**src/rtl/card_act_pkg.sv**
```systemverilog
package card_act_pkg;

   typedef enum logic [2:0] {
      ST_IDLE    = 3'd0,
      ST_SUPPLY  = 3'd1,
      ST_RXWAIT  = 3'd2,
      ST_CLKWAIT = 3'd3,
      ST_HOLD    = 3'd4,
      ST_ACTIVE  = 3'd5,
      ST_FAULT   = 3'd6
   } act_state_t;

   function automatic int max4(input int a, input int b, input int c, input int d);
      int m;
      m = a;
      if (b > m) m = b;
      if (c > m) m = c;
      if (d > m) m = d;
      return m;
   endfunction

endpackage

```
**src/rtl/card_act_timer.sv**
```systemverilog
module card_act_timer #(
   parameter int CW = 8
) (
   input  logic          clk,
   input  logic          rst_n,
   input  logic          clr,
   input  logic          tick,
   input  logic [CW-1:0] target,
   output logic          expire
);
   logic [CW-1:0] cnt_q;

   assign expire = tick && (cnt_q == target - CW'(1));

   always_ff @(posedge clk or negedge rst_n) begin
      if (!rst_n)
         cnt_q <= '0;
      else if (clr)
         cnt_q <= '0;
      else if (tick)
         cnt_q <= expire ? '0 : cnt_q + CW'(1);
   end
endmodule

```
**src/rtl/card_act_fsm.sv**
```systemverilog
module card_act_fsm
   import card_act_pkg::*;
#(
   parameter int CW            = 16,
   parameter int SUPPLY_TICKS  = 765,
   parameter int RX_TICKS      = 3,
   parameter int CLK_TICKS     = 1,
   parameter int RST_HOLD_CLKS = 42000
) (
   input  logic          clk,
   input  logic          rst_n,
   input  logic          cmd_n,
   input  logic          vcc_good,
   input  logic          expire,
   output act_state_t    state,
   output logic          phase_clr,
   output logic          use_cclk,
   output logic [CW-1:0] target
);
   act_state_t st_q, st_d;
   logic       cmd_prev_q;
   logic       cmd_fall;

   assign cmd_fall = cmd_prev_q && !cmd_n;

   always_comb begin
      st_d = st_q;
      if (st_q == ST_IDLE || st_q == ST_FAULT) begin
         if (cmd_fall) st_d = ST_SUPPLY;
      end else if (cmd_n) begin
         st_d = ST_IDLE;
      end else begin
         unique case (st_q)
            ST_SUPPLY:  if (expire) st_d = vcc_good ? ST_RXWAIT : ST_FAULT;
            ST_RXWAIT:  if (expire) st_d = ST_CLKWAIT;
            ST_CLKWAIT: if (expire) st_d = ST_HOLD;
            ST_HOLD:    if (expire) st_d = ST_ACTIVE;
            default:    st_d = st_q;
         endcase
      end
   end

   always_comb begin
      unique case (st_q)
         ST_SUPPLY:  target = CW'(SUPPLY_TICKS);
         ST_RXWAIT:  target = CW'(RX_TICKS);
         ST_CLKWAIT: target = CW'(CLK_TICKS);
         ST_HOLD:    target = CW'(RST_HOLD_CLKS);
         default:    target = '1;
      endcase
   end

   assign use_cclk  = (st_q == ST_HOLD);
   assign phase_clr = (st_d != st_q);
   assign state     = st_q;

   always_ff @(posedge clk or negedge rst_n) begin
      if (!rst_n) begin
         st_q       <= ST_IDLE;
         cmd_prev_q <= 1'b1;
      end else begin
         st_q       <= st_d;
         cmd_prev_q <= cmd_n;
      end
   end
endmodule

```
**src/rtl/card_act_seq.sv**
```systemverilog
module card_act_seq
   import card_act_pkg::*;
#(
   parameter int SUPPLY_TICKS   = 765,
   parameter int RX_TICKS       = 3,
   parameter int CLK_TICKS      = 1,
   parameter int RST_HOLD_CLKS  = 42000,
   parameter bit RST_REGISTERED = 1'b0
) (
   input  logic clk,
   input  logic rst_n,
   input  logic cmd_n,
   input  logic host_rst,
   input  logic vcc_good,
   input  logic osc_tick,
   input  logic cclk_tick,
   output logic vcc_en,
   output logic io_rx,
   output logic cclk_en,
   output logic card_rst,
   output logic fault_n
);
   localparam int MAX_CNT = max4(SUPPLY_TICKS, RX_TICKS, CLK_TICKS, RST_HOLD_CLKS);
   localparam int CW      = $clog2(MAX_CNT + 1);

   if (SUPPLY_TICKS < 1 || RX_TICKS < 1 || CLK_TICKS < 1)
      $error("card_act_seq: phase tick counts must be at least 1");
   if (RST_HOLD_CLKS < 2)
      $error("card_act_seq: RST_HOLD_CLKS must be at least 2");

   act_state_t    state;
   logic          phase_clr, use_cclk, expire;
   logic [CW-1:0] target;

   card_act_fsm #(
      .CW(CW), .SUPPLY_TICKS(SUPPLY_TICKS), .RX_TICKS(RX_TICKS),
      .CLK_TICKS(CLK_TICKS), .RST_HOLD_CLKS(RST_HOLD_CLKS)
   ) u_fsm (
      .clk(clk), .rst_n(rst_n), .cmd_n(cmd_n), .vcc_good(vcc_good),
      .expire(expire), .state(state), .phase_clr(phase_clr),
      .use_cclk(use_cclk), .target(target)
   );

   card_act_timer #(.CW(CW)) u_timer (
      .clk(clk), .rst_n(rst_n), .clr(phase_clr),
      .tick(use_cclk ? cclk_tick : osc_tick),
      .target(target), .expire(expire)
   );

   assign vcc_en  = (state == ST_SUPPLY) || (state == ST_RXWAIT) ||
                    (state == ST_CLKWAIT) || (state == ST_HOLD) || (state == ST_ACTIVE);
   assign io_rx   = (state == ST_CLKWAIT) || (state == ST_HOLD) || (state == ST_ACTIVE);
   assign cclk_en = (state == ST_HOLD) || (state == ST_ACTIVE);
   assign fault_n = (state != ST_FAULT);

   if (RST_REGISTERED) begin : g_rst_reg
      logic rst_q;
      always_ff @(posedge clk or negedge rst_n) begin
         if (!rst_n) rst_q <= 1'b0;
         else        rst_q <= (state == ST_ACTIVE) && host_rst && !cmd_n;
      end
      assign card_rst = rst_q && (state == ST_ACTIVE);
   end else begin : g_rst_comb
      assign card_rst = (state == ST_ACTIVE) && host_rst;
   end
endmodule

```
**config.mk**
```make
export PLATFORM = sky130hd
export DESIGN_NAME = card_act_seq
export DESIGN_NICKNAME = d
export VERILOG_FILES = /design/src/rtl/card_act_pkg.sv /design/src/rtl/card_act_timer.sv /design/src/rtl/card_act_fsm.sv /design/src/rtl/card_act_seq.sv
export SDC_FILE = /design/constraint.sdc
export NUM_CORES = 1
export LEC_CHECK = 0
export BUFFER_PORTS_ARGS = -buffer_cell sky130_fd_sc_hd__buf_2
export CAP_MARGIN = 25
export CORE_MARGIN = 2
export CORE_UTILIZATION = 55
export DETAILED_ROUTE_END_ITERATION = 10
export GPL_TIMING_DRIVEN = 0
export PLACE_DENSITY = 0.74
export SYNTH_ARGS = -nofsm -noshare
export SYNTH_HDL_FRONTEND = slang
export SYNTH_SLANG_ARGS = --single-unit
```
**constraint.sdc**
```tcl
create_clock -name clk -period 3.85 [get_ports clk]
set_input_delay 0.1925 -clock clk [delete_from_list [all_inputs] [get_ports clk]]
set_output_delay 0.1925 -clock clk [all_outputs]
set_load 0.05 [all_outputs]
```
After elaboration in Yosys (flattened, before gate mapping):

Cells that the tools add are included.

* bits in registers: 20
* logic and storage cells: 42
* bits of input ports: 7

* $add $sub $neg: 2
* muxes and demuxes: 14
* eq/ne operators: 9
* reduce and logical (&&, ||, !) cells: 14

Operator list (number)
* $pmux W16 S4: 1
* $mux W16: 3
* $mux W3: 8
* $add A16 B1 Y16 const B: 1
* $eq A16 B16 Y1: 1
* $sub A16 B1 Y16 const B: 1
* $pmux W3 S4: 1
* $eq A3 B3 Y1 const B: 3
* $logic_or A1 B1 Y1: 8
* $eq A3 B2 Y1 const B: 2
* $eq A3 B1 Y1 const B: 1
* $logic_and A1 B1 Y1: 3
* $logic_not A3 Y1: 1
* $ne A3 B3 Y1: 1
* $ne A3 B3 Y1 const B: 1
* $reduce_bool A2 Y1: 1
* $logic_not A1 Y1: 1
* $mux W1: 1

Longest topological paths before layout:

* depth after elaboration: 11
* depth in mapped cells: 7
* depth with buffers taken out: 5

By module:

Synthesis repeated with hierarchy kept, for this count alone.

* cells, all modules: 263
* area total of the unflattened synthesis: 2159.6 um^2

By module, submodules not included
* card_act_timer: sequential area each 400.4 um^2, area an instance 1660.3 um^2, cells each 203, instances 1
* card_act_fsm: sequential area each 101.3 um^2, area an instance 439.2 um^2, cells each 52, instances 1
* card_act_seq: sequential area each 0.0 um^2, area an instance 60.1 um^2, cells each 8, instances 1

Worst setup path before layout:

No wires, ideal clock.

* kind: register to register
* start: register u_fsm.st_q[2] (netlist: u_fsm.state[2])
* end: register u_timer.cnt_q[13]
* slack: 1472 ps
* data required time: 3716 ps
* period minus slack after synthesis: 2378 ps
* cell stages (with the launch flop): 7
* data arrival time: 2243 ps
* buffers on the path: 2
* cells stage by stage: dfrtp_1 clkbuf_1 nor2b_1 nor3_1 mux2_2 clkbuf_1 nor3_1

* longest elaborated chain between the ends: 11
* elaborated cells on any way between the ends: 25

RTL lines
* from (decl): line card_act_fsm.sv:20 `act_state_t st_q, st_d;`
* from (signal assigned): line card_act_fsm.sv:62 `st_q <= st_d;`
* $eq A3 B3 Y1 (tied with other cells): line card_act_fsm.sv:33, card_act_fsm.sv:44, card_act_fsm.sv:53
* $pmux W16 S4: line card_act_fsm.sv:44 `unique case (st_q)`
* $sub A16 B1 Y16: line card_act_timer.sv:13 `assign expire = tick && (cnt_q == target - CW'(1));`
* $eq A16 B16 Y1: line card_act_timer.sv:13
* $logic_and A1 B1 Y1: line card_act_timer.sv:13
* $mux W3, on equally long branches
* $pmux W3 S4: line card_act_fsm.sv:33 `unique case (st_q)`
* $mux W3: line card_act_fsm.sv:30 `end else if (cmd_n) begin`
* $mux W3: line card_act_fsm.sv:28 `if (st_q == ST_IDLE || st_q == ST_FAULT) begin`
* $ne A3 B3 Y1: line card_act_fsm.sv:54 `assign phase_clr = (st_d != st_q);`
* $mux W16 / $reduce_bool A2 Y1 (equally long branches)
* to (signal assigned): line card_act_timer.sv:21 `cnt_q <= expire ? '0 : cnt_q + CW'(1);`
* to (decl): line card_act_timer.sv:11 `logic [CW-1:0] cnt_q;`

Parallel ways exist; a longest one is shown, timed or not. The select of a mux whose other input is x is not followed.
A chain may end at the register's enable or synchronous reset.

Worst setup path in the final report:

* start: register u_fsm.st_q[2] (netlist: u_fsm.state[2])
* end: register u_timer.cnt_q[4]

The elaborated chain is that of the path after synthesis.

==> impl_metrics.yaml <==
global_routing:
  grt-ovfl-total: 0
  grt_first_pass_wirelength_mm: 5.35
  antenna_found_initial: 0
  grt_pass1_vias: 1112
  grt_max_degree: 21
  grt.total_usage_pct: 24.8
cells_and_area:
  layout_commonest_cell: "dfrtp_1"
  final_cell_mix: "dfrtp_1, nor3_1, buf_2, nand2_1, xnor2_1"
  drive_gt1_share_pct: 16.0
  stdcell_area_sq_um: 1540
  synthToLayoutAreaGrowth_pct: 9.88
  diodes: 0
  multi_input_area_sq_um: 852
  register_area_sq_um: 502
  postLayoutCoreUtil_pct: 62.9
  fin_nets: 178
  fill_cells: 214
floorplanning:
  start_util_pct: 57.2
  num_io_pins: 12
  std_cell_rows: 18
  core_sq_um: 2450
  die_w_um: 54.5
  die_area_sq_um: 2980
  fp.dieH_um: 54.5
synthesis:
  synth_top_family_by_area: "simple AND/OR/NAND/NOR gates"
  yosys_warnings: 0
  synth.top_cell.area_share_pct: 33.8
  synth_mux_area_share_pct: 3.29
  synth_simple_gate_area_share_pct: 30.5
  syn_area_sq_um: 1410
  synthDistinctLibCells: 54
  ys_ff_latch: 20
  avgSynthCellArea_sq_um: 9.18
  async_flop_share_pct: 100
  synth_area_leaders: "dfrtp_1, nor3_1, xnor2_1"
  synth-xor-area-share_pct: 7.48
  synth_fa_ha_area_share_pct: 0.890
  synth_edf_count: 0
  syn_nets: 161
  synth-main-ff-cell: "dfrtp_1"
  syn-instance-count: 153
  synth.largest_area_cell: "dfrtp_1"
  synth_compound_area_share_pct: 18.4
  ys_seq_area_share_pct: 35.7
power_and_ir_drop:
  power.leakage_nw: 0.615
  p_per_area_nw_per_um2: 264
  vdd_drop_max_mv: 0.220
job:
  maxCapViolations: 0
timing:
  slew_viol_final: 0
  final_hold_viol_count: 0
  final-setup-viol-count: 0
  skew_ps: 11.6
  fmax_mhz: 427
  finalCriticalPeriod_ps: 2340
  worst_slew_pin_slew_ps: 803
  finalCritPeriodShare_pct: 60.9
  grt_setup_unrepaired: "false"
  setup_tns_ps: 0
  slew_headroom_pct: 44.9
clock_network:
  cts_tree: "yes"
  clkTransAtPathRegs_ps: 120
  cts_buffer_depth: 2
  cts_buffers: 3
  postCtsSetupRepairBufs: 0
  cts_sinks: 20
  clockRootBuffer: "clkbuf_4"
  htreeDepth: 1
  clk_latency_ps: 310
routing:
  drt_iter0_drc: 59
  via_per_inst: 6.55
  wl_per_cell_um: 16.1
  drc: 0
  wl_mm: 3.21
  drtAntennaViolNets: 0
  vias: 1303
  drtPass1Iterations: 4
outcome:
  status: "finished, final reports clean"
worst_hold_path:
  hold_class: "input pin to flop"
  hold_path_startpoint: "cmd_n"
  min_to: "u_fsm.cmd_prev_q"
  hold-path-cell-count: 1
critical_path:
  cp-end-kind: "flop"
  cp.required_ps: 4030
  critPathMaxFanout: 10
  reg2reg_to: "u_timer.cnt_q[4]"
  rrSetupSlack_ps: 1510
  worstSetupPathType: "flop to flop"
  worstRegToRegCells: 7
  critPathArrivalTime_ps: 2520
  rr_startpoint: "u_fsm.state[2]"
  startpoint_type: "flop"
placement:
  routabilityCongestion: 0.884
  port_buffers: 11
  place_hpwl_mm: 2.37
  place_area_sq_um: 1500
metal layers:
| layer | track usage, % | wire length (um) | vias up |
|---|---|---|---|
| met5 | 0 | 0 | - |
| met4 | 3.75 | 36 | 0 |
| met3 | 4.92 | 233 | 4 |
| met2 | 41.2 | 1510 | 54 |
| met1 | 34.0 | 1440 | 621 |
| li1 | - | - | 624 |
through the flow:
step	hold WS (ps)	instances	total power [W]	setup WS (ps)
2_1_floorplan	-103	153	0.000269	1470
3_3_place_gp	158	194	0.000285	1590
5_1_grt	33.0	199	0.000429	1320
4_1_cts	40.3	199	0.000413	1540
6_report	39.1	199	0.000408	1510
3_5_place_dp	170	194	0.000287	1560
repair_timing:
action	4_1_cts	5_1_grt
hold endpoints to repair	19	0
gates resized for setup	0	0
hold buffers	1	0
endpoints found under the setup margin	0	0
area by class of cell:
type                    instances  area share (%)
flip-flops and latches         20            32.5
well taps                      30            2.43
plain buffers                   9            2.84
clock buffers                   4            2.35
repair buffers                 12            4.21
multi-input cells             122            55.2
inverters                       2           0.486
cells in the mapped netlist, drive strengths merged, types with 2 or more instances:
cell    number
nor2b        4
o21ai        6
xnor2        9
mux2         2
and3         3
a211oi       5
dfrtp       19
nor3        17
a21oi        2
nand2       13
clkbuf       6
nor4b        2
buf          3
inv          2
nand3        4
xor2         3
or3          6
nand2b       2
o31ai        2
mux2i        2
nor4         5
nor2         2
or4          2
o211ai       2
nand4        5
worst max path at each step:
stage,startpoint,slack [ps],end
after floorplan,u_fsm.state[2],1470,u_timer.cnt_q[13]
after global placement,u_timer.cnt_q[2],1590,u_timer.cnt_q[4]
after detailed placement,u_timer.cnt_q[3],1560,u_timer.cnt_q[4]
after CTS,u_timer.cnt_q[3],1540,u_timer.cnt_q[4]
after global routing,u_fsm.state[2],1320,u_timer.cnt_q[15]
final,u_fsm.state[2],1510,u_timer.cnt_q[4]
flip-flops by register name (all words and copies together), names as in the netlist:
register          count
u_fsm.cmd_prev_q      1
u_fsm.state           3
u_timer.cnt_q        16
logic make-up after synthesis:
logic type,count (synthesis)
compound gates,34
xor+xnor,12
fa+ha+maj,1
buf+inv,11
flops,20
mux,4
simple gates,71
critical path, cell delays in order, from the launching register on:
cell	delay, ps
dfrtp_1	460
clkbuf_1	360
o21ai_0	210
a21oi_1	230
o22ai_1	170
nor3_2	400
buf_2	290
nor3_1	80
where the power goes:
part / internal [W] / leakage (nW) / switching (W)
clock: 0.0000577 / 0.0210 / 0.0000667
sequential: 0.000218 / 0.272 / 0.0000121
combinational: 0.0000214 / 0.322 / 0.0000323
(Power assumes the default switching activity.)
